--- src/rtl/rtc_pkg.sv ---
package rtc_pkg;
  localparam int AW = 8;
  localparam int DW = 32;

  localparam logic [AW-1:0] A_CTRL = 8'h00;
  localparam logic [AW-1:0] A_SEC  = 8'h04;
  localparam logic [AW-1:0] A_ALM  = 8'h08;
  localparam logic [AW-1:0] A_SCR  = 8'h34;
  localparam logic [AW-1:0] A_KEY  = 8'h3C;

  localparam int B_EN  = 0;
  localparam int B_AEN = 2;
  localparam int B_AIE = 3;
  localparam int B_AF  = 4;
  localparam int B_HIE = 5;
  localparam int B_HF  = 6;
  localparam int B_RDY = 7;

  function automatic logic is_data_reg(input logic [AW-1:0] a);
    return (a == A_CTRL) || (a == A_SEC) || (a == A_ALM) || (a == A_SCR);
  endfunction
endpackage

--- src/rtl/rtc_prescaler.sv ---
module rtc_prescaler #(
  parameter int PRESCALE = 32768
) (
  input  logic clk_i,
  input  logic rst_ni,
  input  logic run_i,
  input  logic slow_tick_i,
  output logic sec_tick_o
);
  localparam int PW = (PRESCALE > 2) ? $clog2(PRESCALE) : 1;
  localparam logic [PW-1:0] LAST = PW'(PRESCALE - 1);

  logic [PW-1:0] cnt_q;

  assign sec_tick_o = run_i && slow_tick_i && (cnt_q == LAST);

  always_ff @(posedge clk_i or negedge rst_ni) begin
    if (!rst_ni)           cnt_q <= '0;
    else if (!run_i)       cnt_q <= '0;
    else if (slow_tick_i)  cnt_q <= (cnt_q == LAST) ? '0 : cnt_q + 1'b1;
  end

  assert_no_tick_when_idle_R3: assert property (@(posedge clk_i) disable iff (!rst_ni)
    !slow_tick_i |-> !sec_tick_o);
endmodule

--- src/rtl/rtc_wr_gate.sv ---
module rtc_wr_gate
  import rtc_pkg::*;
#(
  parameter int          WR_HOLD   = 3,
  parameter bit          UNLOCK_EN = 1'b1,
  parameter logic [15:0] KEY       = 16'hA55A
) (
  input  logic          clk_i,
  input  logic          rst_ni,
  input  logic          slow_tick_i,
  input  logic          wr_en_i,
  input  logic [AW-1:0] addr_i,
  input  logic [DW-1:0] wdata_i,
  output logic          wr_rdy_o,
  output logic          unlocked_o,
  output logic          accept_o
);
  localparam int BW = $clog2(WR_HOLD + 1);
  localparam logic [BW-1:0] HOLD = BW'(WR_HOLD);

  logic [BW-1:0] busy_q;

  assign wr_rdy_o = (busy_q == '0);
  assign accept_o = wr_en_i && wr_rdy_o && unlocked_o && is_data_reg(addr_i);

  always_ff @(posedge clk_i or negedge rst_ni) begin
    if (!rst_ni)                      busy_q <= '0;
    else if (accept_o)                busy_q <= HOLD;
    else if (slow_tick_i && !wr_rdy_o) busy_q <= busy_q - 1'b1;
  end

  generate
    if (UNLOCK_EN) begin : g_key
      logic unl_q;
      logic key_hit;
      assign key_hit    = wr_en_i && (addr_i == A_KEY) && (wdata_i == {16'h0, KEY});
      assign unlocked_o = unl_q;
      always_ff @(posedge clk_i or negedge rst_ni) begin
        if (!rst_ni)       unl_q <= 1'b0;
        else if (accept_o) unl_q <= 1'b0;
        else if (key_hit)  unl_q <= 1'b1;
      end
      assert_unlock_consumed_R5: assert property (@(posedge clk_i) disable iff (!rst_ni)
        accept_o |=> !unlocked_o);
    end else begin : g_nokey
      assign unlocked_o = 1'b1;
    end
  endgenerate

  assert_busy_after_write_R4: assert property (@(posedge clk_i) disable iff (!rst_ni)
    accept_o |=> !wr_rdy_o);
  assert_ready_on_slow_edge_R4: assert property (@(posedge clk_i) disable iff (!rst_ni)
    $rose(wr_rdy_o) |-> $past(slow_tick_i));
endmodule

--- src/rtl/rtc_events.sv ---
module rtc_events (
  input  logic clk_i,
  input  logic rst_ni,
  input  logic sec_tick_i,
  input  logic alarm_hit_i,
  input  logic ctrl_wr_i,
  input  logic hz_keep_i,
  input  logic al_keep_i,
  input  logic hz_ie_i,
  input  logic al_ie_i,
  output logic hz_flag_o,
  output logic al_flag_o,
  output logic irq_o
);
  logic hz_clr, al_clr;

  assign hz_clr = ctrl_wr_i && !hz_keep_i;
  assign al_clr = ctrl_wr_i && !al_keep_i;

  always_ff @(posedge clk_i or negedge rst_ni) begin
    if (!rst_ni) begin
      hz_flag_o <= 1'b0;
      al_flag_o <= 1'b0;
      irq_o     <= 1'b0;
    end else begin
      hz_flag_o <= (hz_flag_o && !hz_clr) || sec_tick_i;
      al_flag_o <= (al_flag_o && !al_clr) || alarm_hit_i;
      irq_o     <= (hz_flag_o && hz_ie_i) || (al_flag_o && al_ie_i);
    end
  end

  assert_hz_set_R6: assert property (@(posedge clk_i) disable iff (!rst_ni)
    sec_tick_i |=> hz_flag_o);
  assert_al_set_R6: assert property (@(posedge clk_i) disable iff (!rst_ni)
    alarm_hit_i |=> al_flag_o);
  assert_hz_sticky_R7: assert property (@(posedge clk_i) disable iff (!rst_ni)
    (hz_flag_o && !ctrl_wr_i) |=> hz_flag_o);
  assert_al_sticky_R7: assert property (@(posedge clk_i) disable iff (!rst_ni)
    (al_flag_o && !ctrl_wr_i) |=> al_flag_o);
  assert_irq_follows_R8: assert property (@(posedge clk_i) disable iff (!rst_ni)
    ((hz_flag_o && hz_ie_i) || (al_flag_o && al_ie_i)) |=> irq_o);
endmodule

--- src/rtl/rtc_sec_alarm.sv ---
module rtc_sec_alarm
  import rtc_pkg::*;
#(
  parameter int          PRESCALE  = 32768,
  parameter int          WR_HOLD   = 3,
  parameter bit          UNLOCK_EN = 1'b1,
  parameter logic [15:0] KEY       = 16'hA55A
) (
  input  logic        clk_i,
  input  logic        rst_ni,
  input  logic        slow_tick_i,
  input  logic        wr_en_i,
  input  logic        rd_en_i,
  input  logic [7:0]  addr_i,
  input  logic [31:0] wdata_i,
  output logic [31:0] rdata_o,
  output logic        irq_o
);
  logic          en_q, al_en_q, al_ie_q, hz_ie_q;
  logic [DW-1:0] sec_q, alm_q, scr_q;
  logic          wr_rdy, unlocked, accept;
  logic          sec_tick, alarm_hit, hz_flag, al_flag;
  logic          wr_ctrl, wr_sec, wr_alm, wr_scr;

  rtc_wr_gate #(.WR_HOLD(WR_HOLD), .UNLOCK_EN(UNLOCK_EN), .KEY(KEY)) u_gate (
    .clk_i, .rst_ni, .slow_tick_i, .wr_en_i, .addr_i, .wdata_i,
    .wr_rdy_o(wr_rdy), .unlocked_o(unlocked), .accept_o(accept)
  );

  rtc_prescaler #(.PRESCALE(PRESCALE)) u_pre (
    .clk_i, .rst_ni, .run_i(en_q), .slow_tick_i, .sec_tick_o(sec_tick)
  );

  assign wr_ctrl   = accept && (addr_i == A_CTRL);
  assign wr_sec    = accept && (addr_i == A_SEC);
  assign wr_alm    = accept && (addr_i == A_ALM);
  assign wr_scr    = accept && (addr_i == A_SCR);
  // match is judged on the value the increment produces
  assign alarm_hit = sec_tick && al_en_q && ((sec_q + 32'd1) == alm_q);

  rtc_events u_evt (
    .clk_i, .rst_ni, .sec_tick_i(sec_tick), .alarm_hit_i(alarm_hit),
    .ctrl_wr_i(wr_ctrl), .hz_keep_i(wdata_i[B_HF]), .al_keep_i(wdata_i[B_AF]),
    .hz_ie_i(hz_ie_q), .al_ie_i(al_ie_q),
    .hz_flag_o(hz_flag), .al_flag_o(al_flag), .irq_o
  );

  always_ff @(posedge clk_i or negedge rst_ni) begin
    if (!rst_ni) begin
      en_q <= 1'b0; al_en_q <= 1'b0; al_ie_q <= 1'b0; hz_ie_q <= 1'b0;
      sec_q <= '0; alm_q <= '0; scr_q <= '0;
    end else begin
      if (wr_ctrl) begin
        en_q    <= wdata_i[B_EN];
        al_en_q <= wdata_i[B_AEN];
        al_ie_q <= wdata_i[B_AIE];
        hz_ie_q <= wdata_i[B_HIE];
      end
      if (wr_sec)        sec_q <= wdata_i;
      else if (sec_tick) sec_q <= sec_q + 32'd1;
      if (wr_alm) alm_q <= wdata_i;
      if (wr_scr) scr_q <= wdata_i;
    end
  end

  always_ff @(posedge clk_i or negedge rst_ni) begin
    if (!rst_ni) rdata_o <= '0;
    else if (rd_en_i) begin
      unique case (addr_i)
        A_CTRL:  rdata_o <= {24'h0, wr_rdy, hz_flag, hz_ie_q, al_flag,
                             al_ie_q, al_en_q, 1'b0, en_q};
        A_SEC:   rdata_o <= sec_q;
        A_ALM:   rdata_o <= alm_q;
        A_SCR:   rdata_o <= scr_q;
        A_KEY:   rdata_o <= {unlocked, 31'h0};
        default: rdata_o <= '0;
      endcase
    end
  end

  assert_sec_holds_R3: assert property (@(posedge clk_i) disable iff (!rst_ni)
    (!sec_tick && !wr_sec) |=> $stable(sec_q));
  assert_sec_wraps_R3: assert property (@(posedge clk_i) disable iff (!rst_ni)
    (sec_tick && !wr_sec && (sec_q == 32'hFFFF_FFFF)) |=> (sec_q == 32'h0));
  assert_no_count_disabled_R3: assert property (@(posedge clk_i) disable iff (!rst_ni)
    !en_q |-> !sec_tick);
endmodule

--- config.mk ---
export PLATFORM = sky130hd
export DESIGN_NAME = rtc_sec_alarm
export DESIGN_NICKNAME = d
export VERILOG_FILES = /design/src/rtl/rtc_pkg.sv /design/src/rtl/rtc_prescaler.sv /design/src/rtl/rtc_wr_gate.sv /design/src/rtl/rtc_events.sv /design/src/rtl/rtc_sec_alarm.sv
export SDC_FILE = /design/constraint.sdc
export NUM_CORES = 1
export LEC_CHECK = 0
export BUFFER_PORTS_ARGS = -buffer_cell sky130_fd_sc_hd__buf_2
export CAP_MARGIN = 10
export CELL_PAD_IN_SITES_DETAIL_PLACEMENT = 1
export CELL_PAD_IN_SITES_GLOBAL_PLACEMENT = 2
export CORE_MARGIN = 2
export CORE_UTILIZATION = 38
export CTS_CLUSTER_DIAMETER = 100
export CTS_CLUSTER_SIZE = 16
export DETAILED_ROUTE_END_ITERATION = 10
export GPL_TIMING_DRIVEN = 0
export MAX_ROUTING_LAYER = met4
export PLACE_DENSITY_LB_ADDON = 0.15
export RECOVER_POWER = 25
export SYNTH_ARGS = -nofsm -noshare
export SYNTH_HDL_FRONTEND = slang
export SYNTH_SLANG_ARGS = --single-unit
--- constraint.sdc ---
create_clock -name clk_i -period 3.4 [get_ports clk_i]
set_input_delay 0.68 -clock clk_i [delete_from_list [all_inputs] [get_ports clk_i]]
set_output_delay 0.68 -clock clk_i [all_outputs]
set_load 0.1 [all_outputs]
# Word level (Yosys, flattened, before mapping)
# Cells that the tools add are included.
# op_classes
addsub	3
n_eq_ne	8
mux	10
n_reduce_logical	36
# op_table
cell	n
$pmux 32 s5	1
$mux 32	2
$mux 15	3
$add 32x1->32 const B	1
$eq 32x16->1 const B	1
$eq 32x32->1	1
$logic_and 1x1->1	20
$eq 8x6->1 const B	2
$add 15x1->15 const B	1
$eq 15x15->1 const B	1
$eq 8x3->1 const B	1
$eq 8x4->1 const B	1
$logic_not 8->1	1
$logic_or 1x1->1	6
$reduce_bool 2->1	3
$logic_not 1->1	5
$mux 2	2
$logic_not 2->1	1
$mux 1	2
$ne 2x2->1 const B	1
$sub 2x1->2 const B	1
# word_totals
ff_bits	153
in_bits	45
out_inout_bits	33
elab_cells	71

# Depth between registers and ports, before layout
# logic_depth
depth_word	10
ltp_mapped	9
depth_no_buf	8

# Hierarchy
# A second synthesis with hierarchy kept.
# hier_totals
hier_cells	795
area_unflattened_um2	8175.3
# by_module_without_submodules
module	instances	cells_each	area_per_inst_um2
rtc_sec_alarm	1	656	6876.6
rtc_prescaler	1	96	882.1
rtc_wr_gate	1	35	305.3
rtc_events	1	8	111.4

# Worst setup path after synthesis
# Ideal clock, no wire load.
# synth_timing
path_kind	input port to flip-flop
startpoint	in addr_i[5]
endpoint	reg alm_q[10]
setup_ps	125
arrival_ps	2683
required_ps	3275
slack_ps	592
stages	8
path_buffers	3
path_cell_list	or4_1 > nor2_1 > and3_1 > clkbuf_1 > and2_1 > clkbuf_1 > buf_1 > mux2_2
# synth_between
elab_chain_cells	6
word_cells_on_any_way	9
# synth_rtl
element	line	source
start, declared	rtc_sec_alarm.sv:14	input logic [7:0] addr_i,
$eq 8x3->1 / $logic_not 8->1 (equally long branches)	rtc_pkg.sv:20	return (a == A_CTRL) || (a == A_SEC) || (a == A_ALM) || (a == A_SCR);
$logic_or 1x1->1 (3 in a row)	rtc_pkg.sv:20	
$logic_and 1x1->1	rtc_wr_gate.sv:24	assign accept_o = wr_en_i && wr_rdy_o && unlocked_o && is_data_reg(addr_i);
$logic_and 1x1->1 *	rtc_sec_alarm.sv:36	assign wr_alm = accept && (addr_i == A_ALM);
end signal, assigned	rtc_sec_alarm.sv:61	if (wr_alm) alm_q <= wdata_i;
end, declared	rtc_sec_alarm.sv:20	logic [DW-1:0] sec_q, alm_q, scr_q;
# Mark *: on every way between the ends. The rest lies on a longest branch, timed or not.
# A chain may end at the register's enable or synchronous reset.

# Final worst setup path
# layout_timing
startpoint	reg sec_q[4]
endpoint	reg u_evt.al_flag_o
# layout_between
elab_chain_cells	4
# layout_rtl
element	line	source
start, declared	rtc_sec_alarm.sv:20	
start signal, assigned	rtc_sec_alarm.sv:59	if (wr_sec) sec_q <= wdata_i;
start signal, assigned	rtc_sec_alarm.sv:60	else if (sec_tick) sec_q <= sec_q + 32'd1;
$add 32x1->32	rtc_sec_alarm.sv:39	assign alarm_hit = sec_tick && al_en_q && ((sec_q + 32'd1) == alm_q);
$eq 32x32->1	rtc_sec_alarm.sv:39	
$logic_and 1x1->1	rtc_sec_alarm.sv:39	
$logic_or 1x1->1	rtc_events.sv:27	al_flag_o <= (al_flag_o && !al_clr) || alarm_hit_i;
end signal, assigned	rtc_events.sv:27	
end, declared	rtc_events.sv:12	output logic al_flag_o,
# No other way between the ends.

==> out/metrics.yaml <==
combPwrFrac: 0.043
drt.antenna.violating_nets: 0
via_per_inst: 5.664
diodes: 0
synthSimpleGateAreaFrac: 0.1522
pin_count: 78
critPathArrivalTime_ns: 3.52
crit_type: "flip-flop to flip-flop"
finClkSkew_ns: 0.01114
cp_cell_sequence: "buf_2 > nand4_1 > clkbuf_1 > or4_1 > nor3_1 > a2bb2oi_1 > o2111ai_1 > o41ai_2"
areaGrowthSynthToFinish_pct: 16.57
synth_cells: 828
gp_congestion: 0.8853
min_delay_worst_endpoint: "u_pre.cnt_q[13]$_DFFE_PN0P_"
grt_max_degree: 78
yosysTopAreaCell: "dfrtp_1"
grt_pass1_wl_mm: 41.99
synth-main-ff-cell: "dfrtp_1"
numCtsBuffers: 17
pwr-share-seq: 0.474
drc: 0
die_height_um: 150.3
fin_crit_sh: 0.9383
min_path_cells: 2
reg2regPathDepth: 8
syn_nets: 876
gr-total-overflow: 0
synth_mux_area_frac: 0.09232
async_reset_ff_frac: 1.000
gr-usage-all-layers: 0.2547
utilization: 0.4509
root_buffer: "clkbuf_16"
die_w_um: 150.3
relSlewSlack: -0.3616
vdd_drop_max_mv: 0.2684
synth_edf_count: 0
synth-seq-area-share: 0.4708
critPathSlowestCell: "nor3_1"
worstSetupStartpointType: "flip-flop"
power_frac_clock: 0.483
synth-compound-area-share: 0.1480
regToRegStartpoint: "sec_q[4]$_DFFE_PN0P_"
power_switching_share: 0.2432
finalHoldViolCount: 0
cp-end-kind: "flip-flop"
hp-start: "u_pre.cnt_q[13]$_DFFE_PN0P_"
first_pass_iters: 5
synth_area_um2: 8132
synth_fa_ha_area_frac: 0.004616
finalMaxSlewViolations: 77
hold_path.class: "flip-flop to flip-flop"
worst_pin_slew_ns: 2.042
violations: "max-capacitance violations, max-slew violations"
core_um2: 21020
htree_levels: 4
fmax_mhz: 313.5
yosys_warnings: 0
synth.distinct_cells: 54
rsz0062_at_grt: "false"
row_count: 53
p_int_mw: 2.936
final_cell_mix: "153 x dfrtp_1, 78 x buf_2, 63 x mux2_2, 61 x nor2_1, 59 x a21oi_1"
port_buffers: 76
start_util: 0.3868
cap_violations: 1
synth-seq-cells: 153
r2r-end: "u_evt.al_flag_o$_DFF_PN0_"
path_max_fanout: 10
drtIter0Drc: 371
clock_path_buffers: 2
hpwl_mm: 19.81
routed_wirelength_mm: 26.90
outcome: "complete, but fails checks"
pwr_density_cell_nw_per_um2: 409.2
hold_ws_ns: 0.5100
switchingPower_mw: 0.9433
final_common_cell: "dfrtp_1"
cts.clk_slew.worst_paths_ns: 0.07
clk_latency_ns: 0.43
path_buf_inv: 2
cts_tree: "built"
slowest_delay_ns: 0.69
finalNetCount: 972
vias: 6859
r2r_slack_ns: 0.21
leakagePower_nw: 4.176
cp.required_ns: 3.73
syn_avg_cell_area_um2: 9.821
cts_sinks: 153
period_needed_ns: 3.190
fillers: 2424
grt_pass1_vias: 7247
setup_violations: 0
cp_top_family: "simple AND/OR/NAND/NOR gates"
dieArea_um2: 22590
postCtsHoldBufs: 0
antenna_found_initial: 0
synth_top_family_by_area: "simple AND/OR/NAND/NOR gates"
wl_per_cell_um: 22.22
synth_top_area_share: 0.4708
synth_area_leaders: "dfrtp_1 47%, mux2_2 8.7%, xnor2_1 6.2%, a21oi_1 3.6%, nor2_1 2.8%"
synthXorXnorAreaFrac: 0.08294
layout-drive-gt1-share: 0.1987
post_cts.repair.setup_buffers: 0
==> flip-flops by register name, indices dropped and copies added, names as in the netlist <==
register,flops
rdata_o,32
u_evt.hz_flag_o,1
sec_q,32
hz_ie_q,1
u_evt.al_flag_o,1
alm_q,32
u_pre.cnt_q,15
u_gate.busy_q,2
u_evt.irq_o,1
scr_q,32
al_ie_q,1
u_gate.unlocked_o,1
en_q,1
al_en_q,1
==> what timing repair did <==
item,in CTS,in global routing
gates resized for setup,0,9
hold endpoints to repair,0,0
setup endpoints to repair,0,3
==> layout make-up <==
cell class	count	area, µm²	share of cell area
Clock inverter	11	112.6	0.01188
Sequential cell	153	3829	0.4039
Multi-Input combinational cell	572	3928	0.4143
Timing Repair Buffer	77	407.9	0.04303
Buffer	61	244.0	0.02574
Tap cell	275	344.1	0.03630
Inverter	42	157.7	0.01663
Clock buffer	20	456.7	0.04818
==> synthesized netlist by cell type, types with 3 or more instances <==
cell type,count
a21oi_1,59
a221oi_1,9
a222oi_1,8
a22o_1,25
and2_1,6
and3_1,10
and4_1,6
buf_1,7
buf_2,3
clkbuf_1,49
dfrtp_1,153
ha_1,3
inv_1,42
mux2_2,63
mux2i_1,3
nand2_1,48
nand3_1,22
nand4_1,20
nor2_1,61
nor2b_1,7
nor3_1,30
nor4_1,10
nor4b_1,3
o2111ai_1,3
o211ai_1,3
o21ai_0,26
o22ai_1,32
o31ai_1,3
or3_1,6
or4_1,5
xnor2_1,58
xor2_1,19
==> stage by stage <==
stage / instances / total power [mW] / TNS [ns] / instance area, µm² / worst slack (ns)
floorplan: 828 / 1.923 / 0 / 8132 / 0.5925
global placement: 1179 / 2.029 / -108.66 / 8856 / -0.6988
detailed placement: 1180 / 2.042 / -7.617 / 8890 / -0.3090
CTS: 1211 / 3.925 / 0 / 9459 / 0.03089
global route: 1211 / 4.017 / 0 / 9479 / 0.01198
finish: 1211 / 3.879 / 0 / 9479 / 0.2098
==> worst max path at each step <==
stage	startpoint	slack (ns)	endpoint	cells after the start
2_1_floorplan	addr_i[5]	0.59	alm_q[10]$_DFFE_PN0P_	8
3_3_place_gp	rst_ni	-0.70	scr_q[17]$_DFFE_PN0P_	1
3_5_place_dp	addr_i[5]	-0.31	rdata_o[27]$_DFFE_PN0P_	9
4_1_cts	u_pre.cnt_q[0]$_DFFE_PN0P_	0.03	u_evt.al_flag_o$_DFF_PN0_	8
5_1_grt	sec_q[4]$_DFFE_PN0P_	0.01	u_evt.al_flag_o$_DFF_PN0_	9
6_report	sec_q[4]$_DFFE_PN0P_	0.21	u_evt.al_flag_o$_DFF_PN0_	8
==> tightest hold or removal path, stage by stage, from the launching register on <==
cell	delay [ns]
dfrtp_1	0.36
nand2_1	0.05
o21ai_0	0.06
==> power groups by stage <==
stage / clock network (mW) / registers (mW) / logic, mW
2_1_floorplan: 0 / 1.87 / 0.0500
3_3_place_gp: 0 / 1.87 / 0.155
3_5_place_dp: 0 / 1.87 / 0.168
4_1_cts: 1.92 / 1.84 / 0.170
5_1_grt: 1.99 / 1.84 / 0.187
6_report: 1.87 / 1.84 / 0.166
==> cell families after synthesis <==
group,Yosys count
AO/OA/AOI/OAI,183
adder cells (fa/ha/maj),3
XOR/XNOR,77
buffers and inverters,103
flip-flops,153
multiplexers,67
AND/OR/NAND/NOR,242
==> metal layers <==
layer | routed length, µm | part of all wire | GRT usage | vias to the layer above
li1 | - | - | - | 3175
met1 | 12200 | 0.45 | 0.3259 | 3545
met2 | 13390 | 0.50 | 0.4239 | 118
met3 | 953 | 0.035 | 0.04455 | 21
met4 | 361 | 0.013 | 0.05708 | 0
met5 | 0 | 0 | - | -
(Power assumes the default switching activity.)
